==> src/rtl/cst_pkg.sv <==
package cst_pkg;
  localparam int BASE_W = 4;
  localparam int SEL_W  = 3;
  localparam int CFG_W  = 8;
  localparam int PRE_W  = 20;

  typedef struct packed {
    logic [SEL_W-1:0]  sel;
    logic [BASE_W-1:0] base;
  } cst_cfg_t;

  // power of two for each selector code
  function automatic int unsigned mult_shift(input logic [SEL_W-1:0] sel);
    case (sel)
      3'd0:    return 0;
      3'd1:    return 4;
      3'd2:    return 7;
      3'd3:    return 8;
      3'd4:    return 10;
      3'd5:    return 12;
      3'd6:    return 16;
      default: return 20;
    endcase
  endfunction

  // last prescaler value before a tick: multiplier minus one
  function automatic logic [PRE_W-1:0] pre_last(input logic [SEL_W-1:0] sel);
    logic [PRE_W:0] one_sh;
    one_sh = {{PRE_W{1'b0}}, 1'b1} << mult_shift(sel);
    return one_sh[PRE_W-1:0] - PRE_W'(1);
  endfunction
endpackage

==> src/rtl/cst_cfg_reg.sv <==
module cst_cfg_reg
  import cst_pkg::*;
(
  input  logic             clk,
  input  logic             rst_n,
  input  logic             wr,
  input  logic [CFG_W-1:0] wdata,
  input  logic             protect,
  output cst_cfg_t         cfg,
  output logic [CFG_W-1:0] rdata,
  output logic             wr_taken
);
  localparam int USED_W = BASE_W + SEL_W;

  assign wr_taken = wr && !protect;

  always_ff @(posedge clk or negedge rst_n) begin
    if (!rst_n)        cfg <= '0;
    else if (wr_taken) cfg <= cst_cfg_t'(wdata[USED_W-1:0]);
  end

  assign rdata = {{(CFG_W-USED_W){1'b0}}, cfg};
endmodule

==> src/rtl/cst_start_sel.sv <==
module cst_start_sel (
  input  logic data_end,
  input  logic busy_phase,
  input  logic busy_end,
  input  logic resp_end,
  input  logic ata_nodata,
  output logic start_data,
  output logic start_ata,
  output logic start_evt
);
  // a data transfer ends after the busy phase when there is one
  assign start_data = busy_phase ? busy_end : data_end;
  assign start_ata  = resp_end && ata_nodata;
  assign start_evt  = start_data || start_ata;
endmodule

==> src/rtl/cst_wait_cnt.sv <==
module cst_wait_cnt
  import cst_pkg::*;
(
  input  logic              clk,
  input  logic              rst_n,
  input  logic              restart,
  input  logic              run,
  input  logic [BASE_W-1:0] base,
  input  logic [SEL_W-1:0]  sel,
  output logic              pre_wrap,
  output logic              limit_hit
);
  logic [PRE_W-1:0]  pre_q;
  logic [BASE_W-1:0] tick_q;
  logic [PRE_W-1:0]  pre_end;

  assign pre_end  = pre_last(sel);
  assign pre_wrap = (pre_q == pre_end);

  always_ff @(posedge clk or negedge rst_n) begin
    if (!rst_n) begin
      pre_q  <= '0;
      tick_q <= '0;
    end else if (restart || !run) begin
      pre_q  <= '0;
      tick_q <= '0;
    end else if (pre_wrap) begin
      pre_q  <= '0;
      tick_q <= tick_q + BASE_W'(1);
    end else begin
      pre_q  <= pre_q + PRE_W'(1);
    end
  end

  // the edge that is about to complete cycle number base*mult
  assign limit_hit = run &&
                     ((base == '0) || (pre_wrap && (tick_q == base - BASE_W'(1))));
endmodule

==> src/rtl/cst_timer.sv <==
module cst_timer
  import cst_pkg::*;
(
  input  logic             clk,
  input  logic             rst_n,
  input  logic             cfg_wr,
  input  logic [CFG_W-1:0] cfg_wdata,
  input  logic             wp_en,
  output logic [CFG_W-1:0] cfg_rdata,
  input  logic             data_end,
  input  logic             busy_phase,
  input  logic             busy_end,
  input  logic             resp_end,
  input  logic             ata_nodata,
  input  logic             cmpl_in,
  input  logic             sts_rd,
  input  logic             err_clr,
  output logic             waiting,
  output logic             timeout_err
);
  cst_cfg_t cfg;
  logic     wr_taken;
  logic     start_data, start_ata, start_evt;
  logic     pre_wrap, limit_hit;
  logic     done_ok, timeout_fire, err_wipe;

  cst_cfg_reg u_cfg (
    .clk(clk), .rst_n(rst_n), .wr(cfg_wr), .wdata(cfg_wdata),
    .protect(wp_en), .cfg(cfg), .rdata(cfg_rdata), .wr_taken(wr_taken)
  );

  cst_start_sel u_start (
    .data_end(data_end), .busy_phase(busy_phase), .busy_end(busy_end),
    .resp_end(resp_end), .ata_nodata(ata_nodata),
    .start_data(start_data), .start_ata(start_ata), .start_evt(start_evt)
  );

  cst_wait_cnt u_cnt (
    .clk(clk), .rst_n(rst_n), .restart(start_evt), .run(waiting),
    .base(cfg.base), .sel(cfg.sel), .pre_wrap(pre_wrap), .limit_hit(limit_hit)
  );

  // completion wins over a limit reached on the same edge
  assign done_ok      = waiting && cmpl_in && !start_evt;
  assign timeout_fire = waiting && !cmpl_in && limit_hit && !start_evt;
  assign err_wipe     = sts_rd || err_clr;

  always_ff @(posedge clk or negedge rst_n) begin
    if (!rst_n)                        waiting <= 1'b0;
    else if (start_evt)                waiting <= 1'b1;
    else if (done_ok || timeout_fire)  waiting <= 1'b0;
  end

  always_ff @(posedge clk or negedge rst_n) begin
    if (!rst_n)            timeout_err <= 1'b0;
    else if (timeout_fire) timeout_err <= 1'b1;
    else if (err_wipe)     timeout_err <= 1'b0;
  end
endmodule

==> config.mk <==
export PLATFORM = sky130hd
export DESIGN_NAME = cst_timer
export DESIGN_NICKNAME = d
export VERILOG_FILES = /design/src/rtl/cst_pkg.sv /design/src/rtl/cst_cfg_reg.sv /design/src/rtl/cst_start_sel.sv /design/src/rtl/cst_wait_cnt.sv /design/src/rtl/cst_timer.sv
export SDC_FILE = /design/constraint.sdc
export NUM_CORES = 1
export LEC_CHECK = 0
export ABC_CLOCK_PERIOD_IN_PS = 3800
export BUFFER_PORTS_ARGS = -buffer_cell sky130_fd_sc_hd__buf_2
export CAP_MARGIN = 20
export CORE_MARGIN = 8
export CORE_UTILIZATION = 37
export CTS_CLUSTER_DIAMETER = 60
export CTS_CLUSTER_SIZE = 25
export DETAILED_ROUTE_END_ITERATION = 6
export PLACE_DENSITY = 0.64
export SYNTH_ARGS = -nofsm -noshare
export SYNTH_HDL_FRONTEND = slang
export SYNTH_HIERARCHICAL = 1
export SYNTH_SLANG_ARGS = --single-unit
==> constraint.sdc <==
create_clock -name clk -period 3.8 [get_ports clk]
set_input_delay 0.19 -clock clk [delete_from_list [all_inputs] [get_ports clk]]
set_output_delay 0.19 -clock clk [all_outputs]
set_load 0.02 [all_outputs]
**Word level (Yosys, flattened, before mapping)**

Cells that the tools add are included.

- Flip-flop bits (word level): 33
- Bits of input ports: 20
- Word-level logic and storage cells: 52

- Add/subtract/negate cells: 4
- Eq/ne operators: 8
- Shift-type cells: 1
- Multiplexer cells: 10
- Reductions and logical operators: 23

Operators with widths:

| operator | number |
|---|---|
| 20-bit two-way mux | 2 |
| 5-bit case mux with 7 select lines | 1 |
| 20-bit by 1-bit adder with 20-bit output, second input constant | 1 |
| 20-bit equality test | 1 |
| 1-bit by 5-bit << shifter with 20-bit output, first input constant | 1 |
| 20-bit by 1-bit subtractor with 20-bit output, second input constant | 1 |
| 3-bit equality test, second input constant | 3 |
| 1-bit logical AND | 9 |
| 4-bit two-way mux | 2 |
| 3-bit by 2-bit equality test with 1-bit output, second input constant | 2 |
| 2-bit nonzero test | 3 |
| 1-bit logical OR | 5 |
| 1-bit two-way mux | 5 |
| 4-bit by 1-bit adder with 4-bit output, second input constant | 1 |
| 4-bit equality test | 1 |
| 1-bit logical NOT | 4 |
| 4-bit logical NOT | 1 |
| 4-bit by 1-bit subtractor with 4-bit output, second input constant | 1 |
| 3-bit by 1-bit equality test with 1-bit output, second input constant | 1 |
| 3-bit logical NOT | 1 |

**Logic depth before layout (Yosys ltp)**

Gate-level depths: netlist (run 1).

- Depth after elaboration: 13
- Mapped depth: 14
- Gate-level depth less buffers: 10

**Cells and area by module**

The synthesis (run 1) kept the hierarchy.

By module, submodules not included:

| module | instances | cells an instance | area each (um^2) | sequential area each (um^2) |
|---|---|---|---|---|
| cst_wait_cnt | 1 | 228 | 1,905.6 | 600.6 |
| cst_cfg_reg | 1 | 25 | 369.1 | 175.2 |
| cst_timer | 1 | 7 | 85.1 | 50.0 |
| cst_start_sel | 1 | 3 | 27.5 | 0.0 |

**Worst setup path after synthesis (run 1)**

No wires, ideal clock.

- Path kind: register -> register
- Start: register u_cfg/cfg[5] (netlist name)
- End: register waiting
- Library setup time: 127 ps
- Arrival: 3,262 ps
- Required time: 3,673 ps
- Setup slack: 411 ps
- Stages on the path, launching flop included: 15
- Path buffers: 4
- Period minus slack after synthesis: 3,389 ps
- Cells stage by stage: dfrtp_1 > buf_2 > buf_2 > or3_1 > ha_1 > buf_2 > buf_1 > nand2_1 > o22ai_1 > a221o_1 > nor4_1 > nand2_1 > o21ai_0 > nor3b_1 > or2_2

- Word-level cells in the longest chain between the ends: 12

RTL lines:

| item | line | RTL |
|---|---|---|
| 3-bit equality test (tied with other cells) | cst_pkg.sv:14 | `case (sel)` |
| 5-bit case mux with 7 select lines (*) | cst_pkg.sv:14 |  |
| 1-bit by 5-bit << shifter with 20-bit output (*) | cst_pkg.sv:29 | `one_sh = {{PRE_W{1'b0}}, 1'b1} << mult_shift(sel);` |
| 20-bit by 1-bit subtractor with 20-bit output (*) | cst_pkg.sv:30 | `return one_sh[PRE_W-1:0] - PRE_W'(1);` |
| 20-bit equality test (*) | cst_wait_cnt.sv:18 | `assign pre_wrap = (pre_q == pre_end);` |
| 1-bit logical AND (*) | cst_wait_cnt.sv:37 | `((base == '0) \|\| (pre_wrap && (tick_q == base - BASE_W'(1))));` |
| 1-bit logical OR (*) | cst_wait_cnt.sv:37 |  |
| 1-bit logical AND (*) | cst_wait_cnt.sv:36 | `assign limit_hit = run &&` |
| via limit_hit | cst_timer.sv:24 | `logic pre_wrap, limit_hit;` |
| 1-bit logical AND (*) (2 in series) | cst_timer.sv:45 | `assign timeout_fire = waiting && !cmpl_in && limit_hit && !start_evt;` |
| 1-bit logical OR (*) | cst_timer.sv:51 | `else if (done_ok \|\| timeout_fire) waiting <= 1'b0;` |
| 2-bit nonzero test (no line) (*) | -- |  |
| end signal, assigned | cst_timer.sv:49 | `if (!rst_n) waiting <= 1'b0;` |
| end signal, assigned | cst_timer.sv:50 | `else if (start_evt) waiting <= 1'b1;` |
| end signal, assigned | cst_timer.sv:51 |  |
| end, declared | cst_timer.sv:18 | `output logic waiting,` |

The timed path passes the listed nets; every way through them passes the cells marked *.
A chain may end at the register's enable or synchronous reset.

**Worst setup path in the final report (run 1)**

- Start: register u_cfg/cfg[4] (netlist name)
- End: register waiting

- Word-level cells in the longest chain between the ends: 12

RTL lines:

| item | line |
|---|---|
| 3-bit equality test (tied with other cells) | cst_pkg.sv:14 |
| 5-bit case mux with 7 select lines (*) | cst_pkg.sv:14 |
| 1-bit by 5-bit << shifter with 20-bit output (*) | cst_pkg.sv:29 |
| 20-bit by 1-bit subtractor with 20-bit output (*) | cst_pkg.sv:30 |
| 20-bit equality test (*) | cst_wait_cnt.sv:18 |
| 1-bit logical AND (*) | cst_wait_cnt.sv:37 |
| 1-bit logical OR (*) | cst_wait_cnt.sv:37 |
| 1-bit logical AND (*) | cst_wait_cnt.sv:36 |
| via limit_hit | cst_timer.sv:24 |
| 1-bit logical AND (*) (2 in series) | cst_timer.sv:45 |
| 1-bit logical OR (*) | cst_timer.sv:51 |
| 2-bit nonzero test (no line) (*) | -- |

Marks and branches as above.

==> summary.md, run 1 <==
| Metric | Value |
|---|---|
| Final Util | 41.5% |
| Worst skew pair latency | 0.29 ns |
| CP peak stage delay | 0.45 ns |
| Maximum vdd drop | 210 µV |
| Vias per inst | 5.38 |
| WL final | 4950 µm |
| Final antenna-violating net count | 0 |
| Slowest CP cell | or3_1 |
| Hold path depth | 2 |
| Worst clock skew | 0.00794 ns |
| Root Driver | clkbuf_8 |
| Maximum clock frequency | 325 MHz |
| Core Region | 6280 µm² |
| CP dominant cell by count | or3_1 |
| Max_slew headroom | 51.2% |
| Synthesis Warnings | 6 |
| Worst hold path startpoint | cfg_wdata[6] |
| Initial antenna violation count | 0 |
| Final Max Tran Viols | 0 |
| Cells on worst reg2reg path | 9 |
| CP bufs+invs | 0 |
| Syn Area/Cell | 9.10 µm² |
| Post-Syn Area | 2380 µm² |
| Final TNS setup | 0 ns |
| Die area | 9270 µm² |
| Total CTS buffers | 5 |
| CTS resizes | 0 |
| Crit path max fanout | 19 |
| Max Cap Viol | 0 |
| Min cycle time layout | 3.08 ns |
| GRT Overall Usage | 11.7% |
| Cell depth of the worst setup path | 9 |
| Syn_nets | 286 |
| # diodes | 0 |
| Critical path class | register to register |
| Pre-CTS setup slack | 0.749 ns |
| Area delta synth->final | 9.29% |
| CP Data Required Time | 3.97 ns |
| Pre-antenna DRT Iters | 4 |
| Clk buf depth | 2 |
| Static leakage | 1.13 nW |
| Share of layout cells above drive strength 1 | 20.6% |
| Port buffer count | 27 |
| RSZ-0062 raised after global routing | false |
| Crit path cell chain | or3_1 -> ha_1 -> or3_1 -> a21o_1 -> a32oi_1 -> nand2_1 -> o21ai_0 -> nor3b_1 -> or2_2 |
| # nets final | 300 |
| Grt ovf | 0 |
| Tcrit/Tclk final | 81.0% |
| CP top delay family | simple AND/OR/NAND/NOR gates |
| Die W | 96.3 µm |
| Critical Path Start Type | register |
| First DRT Iteration DRCs | 125 |
| Cells after Synth | 262 |
| Pwr dens | 353 nW/µm² |
| HP Class | input port to register |
| Critical Path Start | u_cfg/cfg[4]$_DFFE_PN0P_ |
| Power, Total | 920 µW |
| CP Data Arrival Time | 3.25 ns |
| Switch share | 31.2% |
| Final Hold Vio Count | 0 |
| Final setup viols | 0 |
| Drt drc | 0 |
| CTS sink cnt | 33 |
| Element type at the critical path end | register |
| Switching power | 287 µW |
| Initial Util | 38.0% |
| Largest net degree at the start of global routing | 34 |
| P_int | 633 µW |
| FF-to-FF setup slack | 0.72 ns |
| Combinational share of power | 26.4% |
| Clock share of power | 32.2% |
| Vias in the first global route | 1861 |
| Clock-pin slew on the worst setup and hold paths | 0.07 ns |
| Routability Congestion | 0.761 |
| Post-DP HPWL | 3560 µm |
| IO Count | 30 |
| Worst setup margin | 0.722 ns |
| CTS tree | done |
| Num rows | 29 |
| Avg WL per Cell | 14.0 µm |
| H-tree Lvls | 2 |
| Chip height | 96.3 µm |
| Status | complete, no violations |
| Slew @ Worst Pin | 0.732 ns |
| Sequential share of power | 41.5% |
| Global-route wire length before repair | 8690 µm |
| R2r startpoint | u_cfg/cfg[4]$_DFFE_PN0P_ |
| Via Count | 1904 |
[path summary, 6_finish.rpt]
kind,to
worst max-delay path,waiting$_DFFE_PN0P_
worst min-delay path,u_cfg/cfg[6]$_DFFE_PN0P_
worst max register to register,waiting$_DFFE_PN0P_
worst min register to register,timeout_err$_DFFE_PN0P_
max in group asynchronous,u_cnt/pre_q[2]$_DFF_PN0_
min in group asynchronous,u_cnt/pre_q[15]$_DFF_PN0_
[metrics by stage]
step,cells,hold WS [ns],cell area [µm²]
2_1_floorplan,262,-0.106,2380
3_3_place_gp,345,0.296,2490
3_5_place_dp,345,0.296,2490
4_1_cts,354,0.116,2610
5_1_grt,354,0.115,2610
6_report,354,0.125,2610
[sequential cells by signal (all words and copies together) (netlist names)]
signal / cells
waiting: 1
u_cnt/tick_q: 4
u_cfg/cfg: 7
u_cnt/pre_q: 20
timeout_err: 1
[power groups by stage]
stage | clock (mW) | combinational [mW] | sequential, mW
finish | 0.296 | 0.243 | 0.381
global route | 0.324 | 0.268 | 0.384
CTS | 0.308 | 0.243 | 0.381
detailed placement | 0 | 0.241 | 0.388
global placement | 0 | 0.237 | 0.387
floorplan | 0 | 0.201 | 0.388
[worst reg2reg max path, stage by stage (launching register included)]
cell and delay [ns]:
dfrtp_1 0.37, or3_1 0.39, ha_1 0.43, or3_1 0.45, a21o_1 0.19, a32oi_1 0.40
nand2_1 0.15, o21ai_0 0.24, nor3b_1 0.07, or2_2 0.27
[cell type report]
type	instances	area, µm²
repair buffers	33	183
multi-input cells	194	1370
fillers	628	3670
clock inverters	1	5.00
well taps	77	96.3
inverters	9	33.8
flip-flops and latches	33	826
clock buffers	7	96.3
[per-layer routing]
| metal | GRT usage [%] | share of wire (%) | wire length, µm |
|---|---|---|---|
| met5 | 0 | 0 | 0 |
| met4 | 3.84 | 0.93 | 46 |
| met3 | 2.89 | 3.9 | 193 |
| met2 | 19.1 | 47 | 2350 |
| met1 | 14.8 | 48 | 2370 |
[what timing repair did]
item,in CTS,in global routing
endpoints found under the hold margin,33,0
hold buffers,1,0
setup buffers,0,0
[cell usage in the layout (no fill, tap or decap), types with 3 or more instances in the layout]
master,count
o21ai_0,5
dfrtp_1,33
o22ai_1,3
or2_2,3
or3_1,3
and4_1,3
xor2_1,15
and3_1,10
buf_4,5
buf_2,27
o31ai_1,4
nor3b_1,4
mux2_4,8
nor3_1,3
o211ai_1,3
nand2_1,11
nand3_1,12
ha_1,4
a211oi_1,4
inv_1,9
nor2_1,30
a21oi_1,8
nand4_1,7
and2_1,5
clkbuf_8,7
xnor2_1,13
(Power assumes the default switching activity.)
==> inputs of run 2 (changes only) <==
--- a/config.mk
+++ b/config.mk
@@ -5,7 +5,7 @@
 export SDC_FILE = /design/constraint.sdc
 export NUM_CORES = 1
 export LEC_CHECK = 0
-export ABC_CLOCK_PERIOD_IN_PS = 3800
+export ABC_CLOCK_PERIOD_IN_PS = 2850
 export BUFFER_PORTS_ARGS = -buffer_cell sky130_fd_sc_hd__buf_2
 export CAP_MARGIN = 20
 export CORE_MARGIN = 8
==> constraint.sdc (replaced) <==
create_clock -name clk -period 2.85 [get_ports clk]
set_input_delay 0.1425 -clock clk [delete_from_list [all_inputs] [get_ports clk]]
set_output_delay 0.1425 -clock clk [all_outputs]
set_load 0.02 [all_outputs]
==> summary.md, run 2 (synthesis gave the netlist of run 1 again) <==
| Metric | Value |
|---|---|
| Chip height | 96.3 µm (unchanged) |
| Pre-CTS setup slack | 0.0699 ns (-0.679 ns) |
| Initial Util | 38.0% (unchanged) |
| Worst clock skew | 0.00352 ns (-0.00442 ns) |
| Slew @ Worst Pin | 0.718 ns (-0.0146 ns) |
| RSZ-0062 raised after global routing | false |
| Commonest non-fill, non-tap cell in the layout | dfrtp_1 |
| WL final | 5020 µm (+1.4%) |
| Largest net degree at the start of global routing | 34 (unchanged) |
| CP Data Required Time | 3.02 ns (-0.95 ns) |
| Vias per inst | 5.30 (-1.5%) |
| Share of layout cells above drive strength 1 | 25.9% (+5.3 points) |
| Clock-pin slew on the worst setup and hold paths | 0.07 ns (about the same) |
| Filler instances | 621 (-1.1%) |
| Max reg flops | 20 (unchanged) |
| Sequential cell area | 827 µm² (+0.15%) |
| Power, Total | 1.26 mW (+37%) |
| # Post-CTS Setup Buffers | 0 (unchanged) |
| Global-route wire length before repair | 8510 µm (-2.0%) |
| Element type at the critical path end | register |
| Via Count | 1924 (+1.1%) |
| Routability Congestion | 0.871 (+14%) |
| Final Hold Vio Count | 0 (unchanged) |
| Total CTS buffers | 5 (unchanged) |
| Drt drc | 0 (unchanged) |
| Num rows | 29 (unchanged) |
| Final antenna-violating net count | 0 (unchanged) |
| Max Cap Viol | 0 (unchanged) |
| Leading cell types in the layout, fill and taps excluded | dfrtp_1 (32), nor2_1 (30), buf_2 (27) |
| Final TNS setup | 0 ns (unchanged) |
| Die W | 96.3 µm (unchanged) |
| Grt ovf | 0 (unchanged) |
| # diodes | 0 (unchanged) |
| Pwr dens | 460 nW/µm² (+30%) |
| Biggest regs | u_cnt/pre_q x20, u_cfg/cfg x7, u_cnt/tick_q x4 |
| Initial antenna violation count | 0 (unchanged) |
| Worst setup margin | 0.158 ns (-0.564 ns) |
| Maximum vdd drop | 293 µV (+40%) |
| Status | complete, no violations |
| Vias in the first global route | 1843 (-0.97%) |
| CTS tree | done |
| Area taken by multi-input logic gates | 1420 µm² (+4.1%) |
| Port buffer count | 27 (unchanged) |
| Static leakage | 1.19 nW (+5.7%) |
| Area delta synth->final | 15.1% |
| Max_slew headroom | 52.2% (+0.97 points) |
| GRT Overall Usage | 11.6% (-0.12 points) |
| Reg with most FFs | u_cnt/pre_q |
| Die area | 9270 µm² (unchanged) |
| Worst skew pair latency | 0.28 ns (about the same) |
| Min cycle time layout | 2.69 ns (-0.386 ns) |
| Tcrit/Tclk final | 94.5% (+13 points) |
| Pre-antenna DRT Iters | 4 (unchanged) |
| HP Class | input port to register |
| Clk buf depth | 2 (unchanged) |
| # nets final | 309 (+3.0%) |
| IO Count | 30 (unchanged) |
| Post-DP HPWL | 3730 µm (+4.7%) |
| Core Region | 6280 µm² (unchanged) |
| Avg WL per Cell | 13.8 µm (-1.2%) |
| Crit path max fanout | 13 (-6) |
| Root Driver | clkbuf_8 |
| Maximum clock frequency | 371 MHz (+14%) |
| First DRT Iteration DRCs | 137 (+9.6%) |
| Final setup viols | 0 (unchanged) |
| CTS sink cnt | 33 (unchanged) |
| Critical path class | register to register |
| Final Max Tran Viols | 0 (unchanged) |
| CP Data Arrival Time | 2.86 ns (-0.39 ns) |
| Critical Path Start Type | register |
| H-tree Lvls | 2 (unchanged) |
==> run 2: worst max-delay path, stage by stage, from the launching register on <==
cell	delay (ns)
dfrtp_2	0.45
buf_4	0.16
buf_4	0.18
or4b_2	0.61
a21oi_1	0.19
o22ai_1	0.15
nor4_4	0.19
nand2_1	0.13
o21ai_1	0.19
nor3b_1	0.07
or2_2	0.26
==> run 2: timing repair <==
item | CTS | global route
hold endpoints to repair | 33 | 0
gates resized for setup | 0 | 4
setup endpoints to repair | 0 | 22
hold buffers | 1 | 0
==> run 2: per-stage QoR <==
stage	std cells	utilization [%]	hold WS, ns	instance area [µm²]
6_report	363	43.7	0.0874	2740
5_1_grt	363	43.7	0.0788	2740
4_1_cts	363	43.5	0.0798	2730
3_5_place_dp	354	41.7	0.250	2620
3_3_place_gp	354	41.7	0.243	2620
2_1_floorplan	262	-	-0.153	2470
==> run 2: area by class of cell <==
| cell class | count | share of cell area [%] |
|---|---|---|
| Tap cell | 77 | 3.51 |
| Clock buffer | 7 | 3.51 |
| Timing Repair Buffer | 42 | 9.58 |
| Clock inverter | 1 | 0.182 |
| Multi-Input combinational cell | 194 | 51.8 |
| Inverter | 9 | 1.23 |
| Sequential cell | 33 | 30.2 |
==> run 2: final timing paths <==
kind | startpoint | end | slack, ns | depth (start not counted)
min in group asynchronous | rst_n | u_cnt/pre_q[9]$_DFF_PN0_ | 0.44 | 2
worst min register to register | timeout_err$_DFFE_PN0P_ | timeout_err$_DFFE_PN0P_ | 0.48 | 1
max in group asynchronous | rst_n | u_cfg/cfg[6]$_DFFE_PN0P_ | 1.90 | 2
worst min-delay path | cfg_wdata[6] | u_cfg/cfg[6]$_DFFE_PN0P_ | 0.09 | 2
worst max register to register | u_cfg/cfg[6]$_DFFE_PN0P_ | waiting$_DFFE_PN0P_ | 0.16 | 10
worst max-delay path | u_cfg/cfg[6]$_DFFE_PN0P_ | waiting$_DFFE_PN0P_ | 0.16 | 10
==> run 2: power breakdown <==
group / leakage [nW] / switching (mW) / total [mW] / internal, mW
sequential: 0.440 / 0.0212 / 0.509 / 0.488
clock: 0.0542 / 0.169 / 0.388 / 0.218
combinational: 0.699 / 0.197 / 0.365 / 0.168
total: 1.19 / 0.387 / 1.26 / 0.874
==> run 2: layer usage <==
metal | wire [µm] | GRT usage [%]
met5 | 0 | 0
met4 | 91 | 5.12
met3 | 143 | 2.03
met2 | 2380 | 18.5
met1 | 2400 | 15.0
==> inputs of run 3 (changes only) <==
--- a/config.mk
+++ b/config.mk
@@ -5,7 +5,7 @@
 export SDC_FILE = /design/constraint.sdc
 export NUM_CORES = 1
 export LEC_CHECK = 0
-export ABC_CLOCK_PERIOD_IN_PS = 2850
+export ABC_CLOCK_PERIOD_IN_PS = 2600
 export BUFFER_PORTS_ARGS = -buffer_cell sky130_fd_sc_hd__buf_2
 export CAP_MARGIN = 20
 export CORE_MARGIN = 8
==> constraint.sdc (replaced) <==
create_clock -name clk -period 2.6 [get_ports clk]
set_input_delay 0.13 -clock clk [delete_from_list [all_inputs] [get_ports clk]]
set_output_delay 0.13 -clock clk [all_outputs]
set_load 0.02 [all_outputs]
==> summary.md, run 3 (synthesis gave the netlist of run 1 again) <==
| Metric | Value |
|---|---|
| Maximum vdd drop | 363 µV (+24%) |
| Final Max Tran Viols | 0 (unchanged) |
| Root Driver | clkbuf_8 |
| Violated checks | negative setup slack |
| Share of layout cells above drive strength 1 | 33.0% (+7.1 points) |
| Critical path endpoint | u_cnt/pre_q[3]$_DFF_PN0_ |
| P_int | 991 µW (+13%) |
| Hold WS | 0.0709 ns (-0.0165 ns) |
| Final TNS setup | -0.413 ns (-0.413 ns) |
| CP Data Arrival Time | 2.81 ns (-0.05 ns) |
| Port buffer count | 27 (unchanged) |
| RSZ-0062 raised after global routing | true |
| Critical path class | register to register |
| Pre-antenna DRT Iters | 4 (unchanged) |
| Max Cap Viol | 0 (unchanged) |
| Via Count | 2031 (+5.6%) |
| Chip height | 96.3 µm (unchanged) |
| Grt ovf | 0 (unchanged) |
| Element type at the critical path end | register |
| Switching power | 457 µW (+18%) |
| Vias per inst | 5.34 (+0.84%) |
| Design Area, Final | 2930 µm² (+6.9%) |
| Initial antenna violation count | 0 (unchanged) |
| Reg with most FFs | u_cnt/pre_q |
| First DRT Iteration DRCs | 174 (+27%) |
| Critical Path Start | u_cfg/cfg[4]$_DFFE_PN0P_ |
| Die area | 9270 µm² (unchanged) |
| Combinational share of power | 31.9% (+3.0 points) |
| Area delta synth->final | 23.0% |
| GRT Overall Usage | 13.4% (+1.8 points) |
| Cells on worst reg2reg path | 10 (unchanged) |
| Avg WL per Cell | 15.3 µm (+11%) |
| Status | finished, violations left |
| Pwr dens | 494 nW/µm² (+7.4%) |
| Min cycle time layout | 2.63 ns (-0.0574 ns) |
| Global-route wire length before repair | 9720 µm (+14%) |
| Commonest non-fill, non-tap cell in the layout | dfrtp_1 |
| Clock share of power | 29.8% (-0.9 points) |
| Max_slew headroom | 50.7% (-1.5 points) |
| CTS tree | done |
| Worst clock skew | 0.00507 ns (+0.00155 ns) |
| Critical Path Start Type | register |
| Initial Util | 38.0% (unchanged) |
| Routability Congestion | 0.852 (-2.1%) |
| R2r startpoint | u_cfg/cfg[4]$_DFFE_PN0P_ |
| Final setup viols | 20 (+20) |
| CTS sink cnt | 33 (unchanged) |
| Max reg flops | 20 (unchanged) |
| Dpl cell area | 2700 µm² (+3.0%) |
| HP Class | input port to register |
| Clock-pin slew on the worst setup and hold paths | 0.07 ns (about the same) |
| Num rows | 29 (unchanged) |
| Largest net degree at the start of global routing | 34 (unchanged) |
| Hold path depth | 2 (unchanged) |
| Total CTS buffers | 5 (unchanged) |
| Reg-to-reg endpoint | u_cnt/pre_q[3]$_DFF_PN0_ |
| # nets final | 326 (+5.5%) |
| Die W | 96.3 µm (unchanged) |
| FF-to-FF setup slack | -0.03 ns (-0.19 ns) |
| Vias in the first global route | 2003 (+8.7%) |
| IO Count | 30 (unchanged) |
| Leading cell types in the layout, fill and taps excluded | dfrtp_1 (33), nor2_1 (30), buf_4 (28) |
| Worst skew pair latency | 0.29 ns (about the same) |
| Final Util | 46.7% (+3.0 points) |
| Final Hold Vio Count | 0 (unchanged) |
| Final antenna-violating net count | 0 (unchanged) |
| CP Data Required Time | 2.78 ns (-0.24 ns) |
| H-tree Lvls | 2 (unchanged) |
| Static leakage | 1.30 nW (+8.8%) |
| Biggest regs | u_cnt/pre_q x20, u_cfg/cfg x7, u_cnt/tick_q x4 |
| Maximum clock frequency | 380 MHz (+2.2%) |
| Post-DP HPWL | 4150 µm (+11%) |
| Sequential share of power | 38.3% (-2.1 points) |
| Tcrit/Tclk final | 101% (+6.9 points) |
| # diodes | 0 (unchanged) |
| Core Region | 6280 µm² (unchanged) |
| Switch share | 31.5% (+0.83 points) |
| Slew @ Worst Pin | 0.740 ns (+0.0227 ns) |
| Clk buf depth | 2 (unchanged) |
| Worst setup margin | -0.0347 ns (-0.193 ns) |
| Drt drc | 0 (unchanged) |
| WL final | 5820 µm (+16%) |
| Crit path max fanout | 5 (-8) |
| Filler instances | 587 (-5.5%) |
## run 3: layout make-up
type,instances,area (µm²),area share (%)
Multi-Input combinational cell,194,1480,50.4
Sequential cell,33,826,28.2
Timing Repair Buffer,59,398,13.6
Clock buffer,7,96.3,3.29
Tap cell,77,96.3,3.29
Inverter,9,33.8,1.15
Clock inverter,1,5.00,0.171
## run 3: worst min path at each step
stage / start / end
finish: cfg_wdata[6] / u_cfg/cfg[6]$_DFFE_PN0P_
global route: cfg_wdata[4] / u_cfg/cfg[4]$_DFFE_PN0P_
detailed placement: rst_n / u_cnt/pre_q[11]$_DFF_PN0_
global placement: rst_n / u_cnt/pre_q[11]$_DFF_PN0_
CTS: cfg_wdata[4] / u_cfg/cfg[4]$_DFFE_PN0P_
floorplan: rst_n / timeout_err$_DFFE_PN0P_
## run 3: what timing repair did
item	in CTS	in global routing
hold buffers	1	0
gates resized for setup	13	7
endpoints found under the hold margin	33	0
buffers inserted	8	1
pin swaps	16	2
endpoints found under the setup margin	17	26
## run 3: worst max-delay path, cell delays in order, from the launching register on
cell and delay, ns:
dfrtp_1 0.38, or3_4 0.41, ha_4 0.18, buf_6 0.12
nor3b_2 0.16, mux2_4 0.16, nor2_1 0.04, or4b_4 0.56
o31ai_4 0.27, buf_4 0.20, nor2_1 0.05
## run 3: power by group through the flow
| stage | sequential (mW) | combinational, mW | clock (mW) |
|---|---|---|---|
| after floorplan | 0.569 | 0.322 | 0 |
| after global placement | 0.566 | 0.402 | 0 |
| after detailed placement | 0.567 | 0.411 | 0 |
| after CTS | 0.556 | 0.451 | 0.441 |
| after global routing | 0.559 | 0.498 | 0.473 |
| final | 0.555 | 0.462 | 0.431 |
## run 3: metal layers
layer / up-vias / global-route usage, % / part of all wire [%]
met2: 38 / 21.7 / 49
li1: 998 / - / -
met3: 11 / 2.50 / 2.8
met4: 0 / 6.02 / 2.2
met1: 984 / 17.0 / 46
met5: - / 0 / 0
## run 3: metrics by stage
| step | instances | power (mW) | setup slack, ns |
|---|---|---|---|
| 2_1_floorplan | 262 | 0.891 | 0.000413 |
| 3_3_place_gp | 364 | 0.968 | -0.0480 |
| 3_5_place_dp | 364 | 0.978 | -0.0936 |
| 4_1_cts | 380 | 1.45 | -0.0190 |
| 5_1_grt | 380 | 1.53 | -0.129 |
| 6_report | 380 | 1.45 | -0.0347 |
